[src/rtl/ca_pkg.sv]
package ca_pkg;
  localparam int RULE_W = 8;
  localparam int NBR_W  = 3;
  typedef logic [RULE_W-1:0] rule_t;
  localparam rule_t RULE_DEFAULT = 8'd30;
endpackage

[src/rtl/ca_rule_reg.sv]
module ca_rule_reg
  import ca_pkg::*;
#(
  parameter rule_t RESET_RULE = RULE_DEFAULT
) (
  input  logic  clk,
  input  logic  rst,
  input  logic  wr_i,
  input  rule_t rule_i,
  output rule_t rule_o
);
  rule_t rule_q;

  always_ff @(posedge clk) begin
    if (rst)       rule_q <= RESET_RULE;
    else if (wr_i) rule_q <= rule_i;
  end

  assign rule_o = rule_q;
endmodule

[src/rtl/ca_cell_next.sv]
module ca_cell_next
  import ca_pkg::*;
(
  input  logic  upper_i,
  input  logic  self_i,
  input  logic  lower_i,
  input  rule_t rule_i,
  output logic  next_o
);
  logic [NBR_W-1:0] idx;

  always_comb begin
    idx    = {upper_i, self_i, lower_i};
    next_o = rule_i[idx];
  end
endmodule

[src/rtl/ca_next_gen.sv]
module ca_next_gen
  import ca_pkg::*;
#(
  parameter int CELLS = 32
) (
  input  logic [CELLS-1:0] cur_i,
  input  rule_t            rule_i,
  output logic [CELLS-1:0] nxt_o
);
  for (genvar i = 0; i < CELLS; i++) begin : g_cell
    localparam int UP = (i + 1) % CELLS;
    localparam int DN = (i + CELLS - 1) % CELLS;

    ca_cell_next u_cell (
      .upper_i (cur_i[UP]),
      .self_i  (cur_i[i]),
      .lower_i (cur_i[DN]),
      .rule_i  (rule_i),
      .next_o  (nxt_o[i])
    );
  end
endmodule

[src/rtl/ca_ring_gen.sv]
module ca_ring_gen
  import ca_pkg::*;
#(
  parameter int    CELLS      = 32,
  parameter rule_t RESET_RULE = RULE_DEFAULT
) (
  input  logic             clk,
  input  logic             rst,
  input  logic [CELLS-1:0] seed_i,
  input  logic             seed_load_i,
  input  logic             step_i,
  input  logic [7:0]       rule_i,
  input  logic             rule_wr_i,
  output logic [CELLS-1:0] pattern_o
);
  rule_t            rule_q;
  logic [CELLS-1:0] ring_q;
  logic [CELLS-1:0] ring_nxt;

  ca_rule_reg #(.RESET_RULE(RESET_RULE)) u_rule (
    .clk    (clk),
    .rst    (rst),
    .wr_i   (rule_wr_i),
    .rule_i (rule_i),
    .rule_o (rule_q)
  );

  ca_next_gen #(.CELLS(CELLS)) u_gen (
    .cur_i  (ring_q),
    .rule_i (rule_q),
    .nxt_o  (ring_nxt)
  );

  // load has priority over step
  always_ff @(posedge clk) begin
    if (rst)              ring_q <= '0;
    else if (seed_load_i) ring_q <= seed_i;
    else if (step_i)      ring_q <= ring_nxt;
  end

  assign pattern_o = ring_q;
endmodule

[config.mk]
export PLATFORM = sky130hd
export DESIGN_NAME = ca_ring_gen
export DESIGN_NICKNAME = d
export VERILOG_FILES = /design/src/rtl/ca_pkg.sv /design/src/rtl/ca_rule_reg.sv /design/src/rtl/ca_cell_next.sv /design/src/rtl/ca_next_gen.sv /design/src/rtl/ca_ring_gen.sv
export SDC_FILE = /design/constraint.sdc
export NUM_CORES = 1
export LEC_CHECK = 0
export BUFFER_PORTS_ARGS = -buffer_cell sky130_fd_sc_hd__clkbuf_2
export CAP_MARGIN = 15
export CORE_UTILIZATION = 47
export CTS_BUF_LIST = sky130_fd_sc_hd__clkbuf_16
export CTS_CLUSTER_DIAMETER = 50
export DETAILED_ROUTE_END_ITERATION = 6
export PLACE_DENSITY = 0.69
export SLEW_MARGIN = 20
export SYNTH_ARGS = -nofsm -noshare
export SYNTH_HDL_FRONTEND = slang
export SYNTH_SLANG_ARGS = --single-unit
[constraint.sdc]
create_clock -name clk -period 3.4 [get_ports clk]
set_clock_uncertainty 0.05 [all_clocks]
set_input_delay 0.68 -clock clk [delete_from_list [all_inputs] [get_ports clk]]
set_output_delay 0.68 -clock clk [all_outputs]
set_load 0.01 [all_outputs]
# After elaboration in Yosys (flattened, before gate mapping)
# Cells that the tools add are included.
dict set report op_classes {
  order_cmp 32
  muxes 66
  n_reduce_logical 1
}
# operator count
set ops {}
lappend ops {{$lt 3x4->1 const B} 32}
lappend ops {{$bmux 1 s3} 32}
lappend ops {{$mux 32} 2}
lappend ops {{$mux 1} 32}
lappend ops {{$reduce_bool 2->1} 1}
dict set report word_totals {
  reg_bits 40
  in_bits 45
}

# Depth between registers and ports, before layout
# Gate-level depths: netlist of the first run.
dict set report depth {
  ltp_word 4
  mapped_depth 5
  mapped_depth_nobuf 3
}

# Cells and area by module
# From an unflattened synthesis of the first run, not the netlist that was laid out.
dict set report hier_totals {
  hier_cells 264
  area_unflattened_um2 3849.9
}
# mod n_inst cells_each area_each_um2 seq_area_each_um2
set modules_own_cells {}
lappend modules_own_cells {ca_cell_next 32 3 63.8 0.0}
lappend modules_own_cells {ca_ring_gen 1 142 1510.2 640.6}
lappend modules_own_cells {ca_rule_reg 1 26 297.8 160.2}

# Worst setup path after synthesis of the first run
# OpenSTA, ideal clock, no wires.
dict set report synth_timing {
  path_kind {input port to flip-flop}
  from {in seed_load_i}
  to {reg ring_q[31], in the netlist pattern_o[31]}
  arrival_time_ps 1439
  slack_ps 1799
  path_stages 4
  path_cell_list {buf_2 > clkbuf_1 > a211oi_1 > a2111oi_1}
}
dict set report synth_between {
  elab_chain_len 1
  elab_cells_between_ends 2
  cone_classes {1 x mux; 1 x reduce/logical}
}
# item line_no
set synth_lines {}
lappend synth_lines {{from (decl)} ca_ring_gen.sv:10} ;# input logic seed_load_i,
lappend synth_lines {{$mux 32 or $reduce_bool 2->1 (tied branches)} --}
lappend synth_lines {{to (signal assigned)} ca_ring_gen.sv:37} ;# else if (seed_load_i) ring_q <= seed_i;
lappend synth_lines {{to (signal assigned)} ca_ring_gen.sv:38} ;# else if (step_i) ring_q <= ring_nxt;
lappend synth_lines {{to (decl)} ca_ring_gen.sv:17} ;# logic [CELLS-1:0] ring_q;
# Parallel ways exist; a longest one is shown, timed or not.
# A chain may end at the register's enable or synchronous reset.

# Worst setup path after layout of the first run
dict set report layout_timing {
  from {reg u_rule.rule_q[3], in the netlist u_rule.rule_o[3]}
  to {reg ring_q[8], in the netlist pattern_o[8]}
}
dict set report layout_between {
  elab_chain_len 4
}
# item line_no
set layout_lines {}
lappend layout_lines {{from (decl)} ca_rule_reg.sv:12} ;# rule_t rule_q;
lappend layout_lines {{from (signal assigned)} ca_rule_reg.sv:16} ;# else if (wr_i) rule_q <= rule_i;
lappend layout_lines {{$bmux 1 s3} ca_cell_next.sv:14} ;# next_o = rule_i[idx];
lappend layout_lines {{$mux 1 (not written as such)} ca_cell_next.sv:14}
lappend layout_lines {{$mux 32} ca_ring_gen.sv:38}
lappend layout_lines {{$mux 32} ca_ring_gen.sv:37}
# No other way between the ends. The select of a mux whose other input is x is not followed.

==> flow_summary.json, run 1 <==
{
  "clkTransAtPathRegs_ps": 60,
  "leakagePower_nw": 1.61,
  "grt_pass1_wl_um": 18200,
  "ys_ff_latch": 40,
  "num_rows": 34,
  "diodes": 0,
  "grt_use_met2_pct": 37.0,
  "root_buffer": "clkbuf_16",
  "vias": 3399,
  "final-setup-viol-count": 0,
  "cts_tree": "built",
  "cpPeakStageDelay_ps": 1060,
  "cp_max_fo": 33,
  "yosysUniqueCellTypes": 40,
  "wirelength_um": 10600,
  "synth-async-reset-ratio_pct": 0,
  "critPathLaunchType": "flip-flop",
  "globalplace.congestion": 0.768,
  "min_to": "pattern_o[19]",
  "r2r_cells": 3,
  "internal_power_w": 0.00107,
  "wl_per_cell_um": 19.8,
  "swShare_pct": 33.0,
  "globalRouteOverflowTotal": 0,
  "yosysWarnings": 0,
  "whs_path_depth": 2,
  "port_buffers": 76,
  "initialDrtViolationCount": 231,
  "period_share_pct": 62.5,
  "fin_crit_ps": 2120,
  "synth_edf_count": 0,
  "regToRegEndpoint": "pattern_o[8]",
  "final_core_util_pct": 50.5,
  "final_cells": 534,
  "vdd_drop_max_mv": 0.204,
  "postCtsSetupBuffers": 0,
  "clkPwrFrac_pct": 29.1,
  "hold_viol": 0,
  "synth_commonest_cells": "mux2_2, dfxtp_1, buf_4",
  "dp_cells": 526,
  "pin_count": 77,
  "grt_max_degree": 42,
  "holdCritPathClass": "flip-flop to flip-flop",
  "timing.rr.start": "u_rule.rule_o[3]",
  "p_switching_w": 0.000530,
  "busiest_layer": "met2",
  "reg2reg_slack_ps": 1280,
  "synth.yosys.seq_area_share_pct": 18.5,
  "avgSynthCellArea_um2": 10.1,
  "finalMaxSlewViolations": 0,
  "first_global_vias": 3468,
  "crit_chain": "mux4_2, nor3b_1, a2111oi_1",
  "critPathLaunch": "u_rule.rule_o[3]",
  "syn_inst": 429,
  "powerDensity_nw_per_um2": 360,
  "grtUsageMet3_pct": 3.29,
  "drv_cap": 0,
  "cp_slowest_cell": "dfxtp_1",
  "status": "finished with violations",
  "nets": 470,
  "ys.flop_type": "dfxtp_1",
  "chipHeight_um": 97.9,
  "slew_headroom_pct": 24.8,
  "cp-end-kind": "flip-flop",
  "design.die.area_um2": 9580,
  "critPathArrivalTime_ps": 2220,
  "seq_power_share_pct": 41.3,
  "syn-cell-area_um2": 4320,
  "dp_hpwl_um": 6400,
  "cts_hold_buf": 0,
  "yosys.area.top_type": "dfxtp_1",
  "start_util_pct": 49.1,
  "fmax_mhz": 471,
  "post_cts_resized": 0,
  "insertion_delay_ps": 280,
  "areaGrowthSynthToFinish_pct": 2.98,
  "cts-htree-levels": 2,
  "yosysTopAreaCellShare_pct": 18.5,
  "violations": "DRC",
  "numCtsBuffers": 5,
  "critical_path_required_ps": 3500,
  "drc": 3,
  "antenna_found_initial": 0,
  "core_area_um2": 8810,
  "synthTopCellsByArea": "dfxtp_1, mux4_2, mux2_2, buf_4, a2111oi_2",
  "grt.met1_usage_pct": 32.7,
  "setup_tns_ps": 0,
  "firstDrtPassIters": 6,
  "rsz0062_at_grt": "no",
  "crit_type": "flip-flop to flip-flop",
  "holdCritStartpoint": "pattern_o[20]",
  "die_w_um": 97.9,
  "cts_buffer_depth": 2,
  "ant_nets": 0,
  "worst_pin_slew_ps": 1130,
  "yosysMostFrequentCell": "mux2_2",
  "p_comb_share_pct": 29.6,
  "numClockSinks": 40,
  "drive_gt1_share_pct": 46.9,
  "synth.net_count": 474,
  "grtUsageTotal_pct": 23.3,
  "routed_via_density": 6.37
}
## cells in the final DEF (no fill, tap or decap), types with 2 or more instances in the layout
master and count:
a2111oi_1 9, a2111oi_2 15, a211o_1 4, a211oi_1 20
a21oi_1 6, a22oi_1 2, a311oi_1 2, and2_1 2
and2b_1 5, buf_4 5, clkbuf_16 5, clkbuf_2 76
clkinv_2 2, dfxtp_1 35, dfxtp_2 5, inv_1 10
mux2_2 48, mux2i_1 18, mux4_2 31, nand2_1 6
nand2b_1 4, nand3_1 22, nand3b_1 3, nor2_1 11
nor2b_1 34, nor3b_1 11, nor3b_2 12, o211a_1 3
o221ai_1 4, o22ai_1 2, o311a_1 3, o31ai_1 2
## layout make-up
| class | count | area (um2) |
|---|---|---|
| flip-flops and latches | 40 | 807 |
| inverters | 10 | 37.5 |
| multi-input cells | 287 | 2910 |
| fillers | 845 | 4360 |
| well taps | 108 | 135 |
| clock buffers | 5 | 125 |
| repair buffers | 81 | 418 |
| clock inverters | 3 | 13.8 |
## layer usage
| metal | vias up | wire, um |
|---|---|---|
| li1 | 1587 | - |
| met1 | 1703 | 4770 |
| met2 | 103 | 5160 |
| met3 | 6 | 553 |
| met4 | 0 | 76 |
| met5 | - | 0 |
## state kept, by name (all words and copies together), names as in the netlist
name / cells
pattern_o: 32
u_rule.rule_o: 8
## worst max-delay path, delay by kind of cell, from the launching register on
| kind | cells | cell delay [ps] |
|---|---|---|
| and+or+nand+nor | 1 | 60 |
| AOI/OAI and AO/OA | 1 | 380 |
| DFF | 1 | 1060 |
| muxes | 1 | 430 |
## kinds of logic (layout without fill, tap and decap cells)
| group | Yosys count | count (layout) | synth area share (%) |
|---|---|---|---|
| buffers and inverters | 102 | 99 | 14.0 |
| AOI/OAI and AO/OA | 76 | 76 | 16.7 |
| muxes | 99 | 99 | 33.8 |
| DFF | 40 | 40 | 18.5 |
| and+or+nand+nor | 112 | 112 | 16.9 |
## how the worst max path moves through the flow
stage | cells after the start | slack, ps | to
after floorplan | 4 | 1800 | pattern_o[31]
after CTS | 3 | 1240 | pattern_o[31]
after detailed placement | 5 | 1070 | pattern_o[13]
after global routing | 3 | 1150 | pattern_o[14]
final | 3 | 1280 | pattern_o[8]
after global placement | 5 | 1120 | pattern_o[13]
## stage by stage
step / cell area [um2] / worst slack (ps) / hold WS, ps / total power (W)
after floorplan: 4320 / 1800 / 492 / 0.00108
after global routing: 4450 / 1150 / 565 / 0.00169
final: 4450 / 1280 / 552 / 0.00160
after CTS: 4440 / 1240 / 550 / 0.00162
after detailed placement: 4310 / 1070 / 556 / 0.00115
after global placement: 4310 / 1120 / 536 / 0.00114
## power by group through the flow
stage	clock network (W)	registers, W	logic, W
floorplan	0	0.000559	0.000517
global placement	0	0.000669	0.000466
detailed placement	0	0.000672	0.000475
CTS	0.000476	0.000661	0.000478
global route	0.000494	0.000681	0.000517
finish	0.000466	0.000663	0.000475
(Power assumes the default switching activity.)
==> inputs of run 2 (changes only) <==
clock period = 2.15 ns   (was 3.4 ns; I/O delays follow)
==> flow_summary.json, run 2 (synthesis results as in run 1) <==
{
  "status": "finished with violations",
  "violations": "DRC",
  "worst_pin_slew_ps": 637,
  "dp_hpwl_um": 7150,
  "initialDrtViolationCount": 287,
  "whs_path_depth": 2,
  "core_area_um2": 8810,
  "powerDensity_nw_per_um2": 584,
  "fin_crit_ps": 1840,
  "crit_end": "pattern_o[18]",
  "cts_hold_buf": 0,
  "critPathLaunch": "u_rule.rule_o[5]",
  "postCtsSetupBuffers": 0,
  "critPathTopFamily": "flip-flops",
  "cts_buffer_depth": 2,
  "drive_gt1_share_pct": 47.4,
  "timing.rr.start": "u_rule.rule_o[5]",
  "crit_type": "flip-flop to flip-flop",
  "largest_register_ffs": 32,
  "grtUsageTotal_pct": 23.3,
  "ant_nets": 0,
  "chipHeight_um": 97.9,
  "cts-htree-levels": 2,
  "port_buffers": 76,
  "firstDrtPassIters": 6,
  "numClockSinks": 40,
  "r2r_cells": 4,
  "setup_tns_ps": 0,
  "reg2reg_slack_ps": 310,
  "drc": 3,
  "root_buffer": "clkbuf_16",
  "nets": 485,
  "final_cells": 549,
  "areaGrowthSynthToFinish_pct": 7.15,
  "design.die.area_um2": 9580,
  "cp_slowest_cell": "dfxtp_1",
  "antenna_found_initial": 0,
  "globalplace.congestion": 0.812,
  "start_util_pct": 49.1,
  "critPathArrivalTime_ps": 1960,
  "cpPeakStageDelay_ps": 730,
  "final-setup-viol-count": 0,
  "globalRouteOverflowTotal": 0,
  "dp_cells": 541,
  "post_cts_resized": 0,
  "diodes": 0,
  "crit_chain": "buf_4, mux2_2, nand3_1, a2111oi_1",
  "pin_count": 77,
  "drv_cap": 0,
  "leakagePower_nw": 1.71,
  "critPathLaunchType": "flip-flop",
  "hold_viol": 0,
  "critical_path_required_ps": 2270,
  "period_share_pct": 85.7,
  "cp_max_fo": 18,
  "insertion_delay_ps": 280,
  "wl_per_cell_um": 19.6,
  "first_global_vias": 3436,
  "slew_headroom_pct": 57.5,
  "layout_common_cells": "clkbuf_2, mux2_2, dfxtp_1",
  "clkTransAtPathRegs_ps": 60,
  "vdd_drop_max_mv": 0.359,
  "vias": 3465,
  "cts_tree": "built",
  "grt_max_degree": 46,
  "grt_pass1_wl_um": 18100,
  "holdCritPathClass": "primary input to flip-flop",
  "finalMaxSlewViolations": 0,
  "cp-end-kind": "flip-flop",
  "final_common_cell": "clkbuf_2",
  "num_rows": 34,
  "numCtsBuffers": 5,
  "regToRegEndpoint": "pattern_o[18]",
  "crit_cells": 4,
  "rsz0062_at_grt": "no",
  "wirelength_um": 10700,
  "routed_via_density": 6.31,
  "die_w_um": 97.9,
  "cp_num_buf_inv": 1,
  "fmax_mhz": 543
}
## run 2: worst min-delay path by stage
stage,start,end
2_1_floorplan,pattern_o[21],pattern_o[20]
3_3_place_gp,pattern_o[17],pattern_o[18]
3_5_place_dp,pattern_o[21],pattern_o[20]
4_1_cts,rule_i[3],u_rule.rule_o[3]
5_1_grt,rule_i[1],u_rule.rule_o[1]
6_report,rule_i[3],u_rule.rule_o[3]
## run 2: worst reg2reg max path: stages (launching register included)
cell       delay, ps
dfxtp_1          730
buf_4            340
mux2_2           180
nand3_1           90
a2111oi_1        350
## run 2: area by class of cell
type                            count  area (um2)
Fill cell                         807        4180
Clock inverter                      3        37.5
Sequential cell                    40         801
Clock buffer                        5         125
Tap cell                          108         135
Multi-Input combinational cell    287        2910
Timing Repair Buffer               96         581
Inverter                           10        37.5
## run 2: metal layers
layer  global-route usage, %  part of all wire [%]
met1                    32.0                    44
met2                    38.0                    50
met3                    4.01                   4.9
met4                    6.29                  0.78
met5                       0                     0
## run 2: per-stage QoR
step	hold WS, ps	utilization, %	area [um2]	total power (W)	worst slack [ps]
final	300	52.6	4630	0.00270	308
after global routing	304	52.6	4630	0.00284	221
after CTS	297	52.6	4630	0.00272	333
after detailed placement	562	50.7	4470	0.00185	339
after global placement	549	50.7	4470	0.00183	438
after floorplan	492	-	4320	0.00170	693
## run 2: report_power, final
part	internal (W)	switching, W
combinational	0.000499	0.000372
sequential	0.000807	0.000164
clock	0.000541	0.000321
==> inputs of run 3 (changes only) <==
PLACE_DENSITY = 0.79   (was 0.69)
==> flow_summary.json, run 3 (synthesis results as in run 1) <==
{
  "status": "finished with violations",
  "violations": "DRC",
  "wl_per_cell_um": 19.8,
  "setup_tns_ps": 0,
  "largest_register_ffs": 32,
  "grt_pass1_wl_um": 18300,
  "p_comb_share_pct": 32.8,
  "grt_max_degree": 62,
  "ant_nets": 0,
  "cts-htree-levels": 2,
  "cts_tree": "built",
  "first_global_vias": 3615,
  "fmax_mhz": 496,
  "r2r_cells": 3,
  "min_to": "u_rule.rule_o[2]",
  "post_cts_resized": 0,
  "timing.rr.start": "u_rule.rule_o[5]",
  "slew_headroom_pct": 30.4,
  "vias": 3517,
  "hold_viol": 0,
  "numClockSinks": 40,
  "grtUsageTotal_pct": 23.3,
  "powerDensity_nw_per_um2": 564,
  "vdd_drop_max_mv": 0.323,
  "regToRegEndpoint": "pattern_o[5]",
  "clkTransAtPathRegs_ps": 70,
  "worst_pin_slew_ps": 1040,
  "cp-end-kind": "flip-flop",
  "final_cells": 545,
  "p_switching_w": 0.000859,
  "final_core_util_pct": 52.0,
  "root_buffer": "clkbuf_16",
  "finalMaxSlewViolations": 0,
  "holdWs_ps": 301,
  "final-setup-viol-count": 0,
  "antenna_found_initial": 0,
  "rsz0062_at_grt": "no",
  "num_rows": 34,
  "seq_power_share_pct": 38.6,
  "globalRouteOverflowTotal": 0,
  "cp_max_fo": 30,
  "die_w_um": 97.9,
  "swShare_pct": 33.2,
  "globalplace.congestion": 0.820,
  "initialDrtViolationCount": 341,
  "pin_count": 77,
  "cts_hold_buf": 0,
  "period_share_pct": 93.9,
  "numCtsBuffers": 5,
  "core_area_um2": 8810,
  "routed_via_density": 6.45,
  "drive_gt1_share_pct": 47.4,
  "firstDrtPassIters": 7,
  "chipHeight_um": 97.9,
  "crit_type": "flip-flop to flip-flop",
  "areaGrowthSynthToFinish_pct": 5.99,
  "leakagePower_nw": 1.68,
  "holdCritStartpoint": "rule_i[2]",
  "cts_buffer_depth": 2,
  "critPathArrivalTime_ps": 2130,
  "drv_cap": 0,
  "dp_cells": 537,
  "placed_area_um2": 4440,
  "internal_power_w": 0.00173,
  "layout_common_cells": "clkbuf_2, mux2_2, dfxtp_1",
  "holdCritPathClass": "primary input to flip-flop",
  "final_common_cell": "clkbuf_2",
  "nets": 481,
  "insertion_delay_ps": 290,
  "whs_path_depth": 2,
  "design_area_um2": 4580,
  "reg2reg_slack_ps": 130,
  "postCtsSetupBuffers": 0,
  "critPathLaunchType": "flip-flop",
  "drc": 6,
  "design.die.area_um2": 9580,
  "critical_path_required_ps": 2260,
  "diodes": 0,
  "wirelength_um": 10800,
  "dp_hpwl_um": 6770,
  "clkPwrFrac_pct": 28.6,
  "fin_crit_ps": 2020,
  "port_buffers": 76,
  "start_util_pct": 49.1
}
-- run 3: worst max path at each step --
stage	startpoint	to
3_5_place_dp	u_rule.rule_o[1]	pattern_o[5]
3_3_place_gp	u_rule.rule_o[1]	pattern_o[31]
2_1_floorplan	pattern_o[6]	pattern_o[7]
5_1_grt	u_rule.rule_o[0]	pattern_o[5]
6_report	u_rule.rule_o[5]	pattern_o[5]
4_1_cts	u_rule.rule_o[1]	pattern_o[5]
-- run 3: power by group through the flow --
stage	sequential (W)	clock [W]	combinational (W)
floorplan	0.000884	0	0.000817
global placement	0.00100	0	0.000819
detailed placement	0.00101	0	0.000839
CTS	0.000997	0.000747	0.000846
global route	0.00102	0.000779	0.000915
finish	0.000999	0.000738	0.000848
-- run 3: metrics by stage --
stage	setup slack [ps]	total power (W)
global placement	246	0.00182
global route	31.0	0.00271
CTS	77.1	0.00259
floorplan	693	0.00170
detailed placement	104	0.00185
finish	132	0.00258
-- run 3: layout make-up --
class / instances / area (um2)
tap: 108 / 135
clock buffer: 5 / 125
clock inverter: 3 / 15.0
timing repair buffer: 92 / 551
multi-input combinational: 287 / 2910
inverter: 10 / 37.5
sequential: 40 / 803
fill: 783 / 4230
-- run 3: per-layer routing --
layer | share of wire, % | vias to the layer above | wire, um | global-route usage (%)
li1 | - | 1617 | - | -
met1 | 44 | 1712 | 4740 | 33.2
met2 | 47 | 175 | 5060 | 36.0
met3 | 8.4 | 13 | 904 | 4.72
met4 | 1.0 | 0 | 110 | 5.94
met5 | 0 | - | 0 | 0
-- run 3: worst max-delay path, stage by stage (launching register included) --
cell and delay (ps):
dfxtp_1 1010, mux4_2 410, a211oi_1 70, a2111oi_1 360
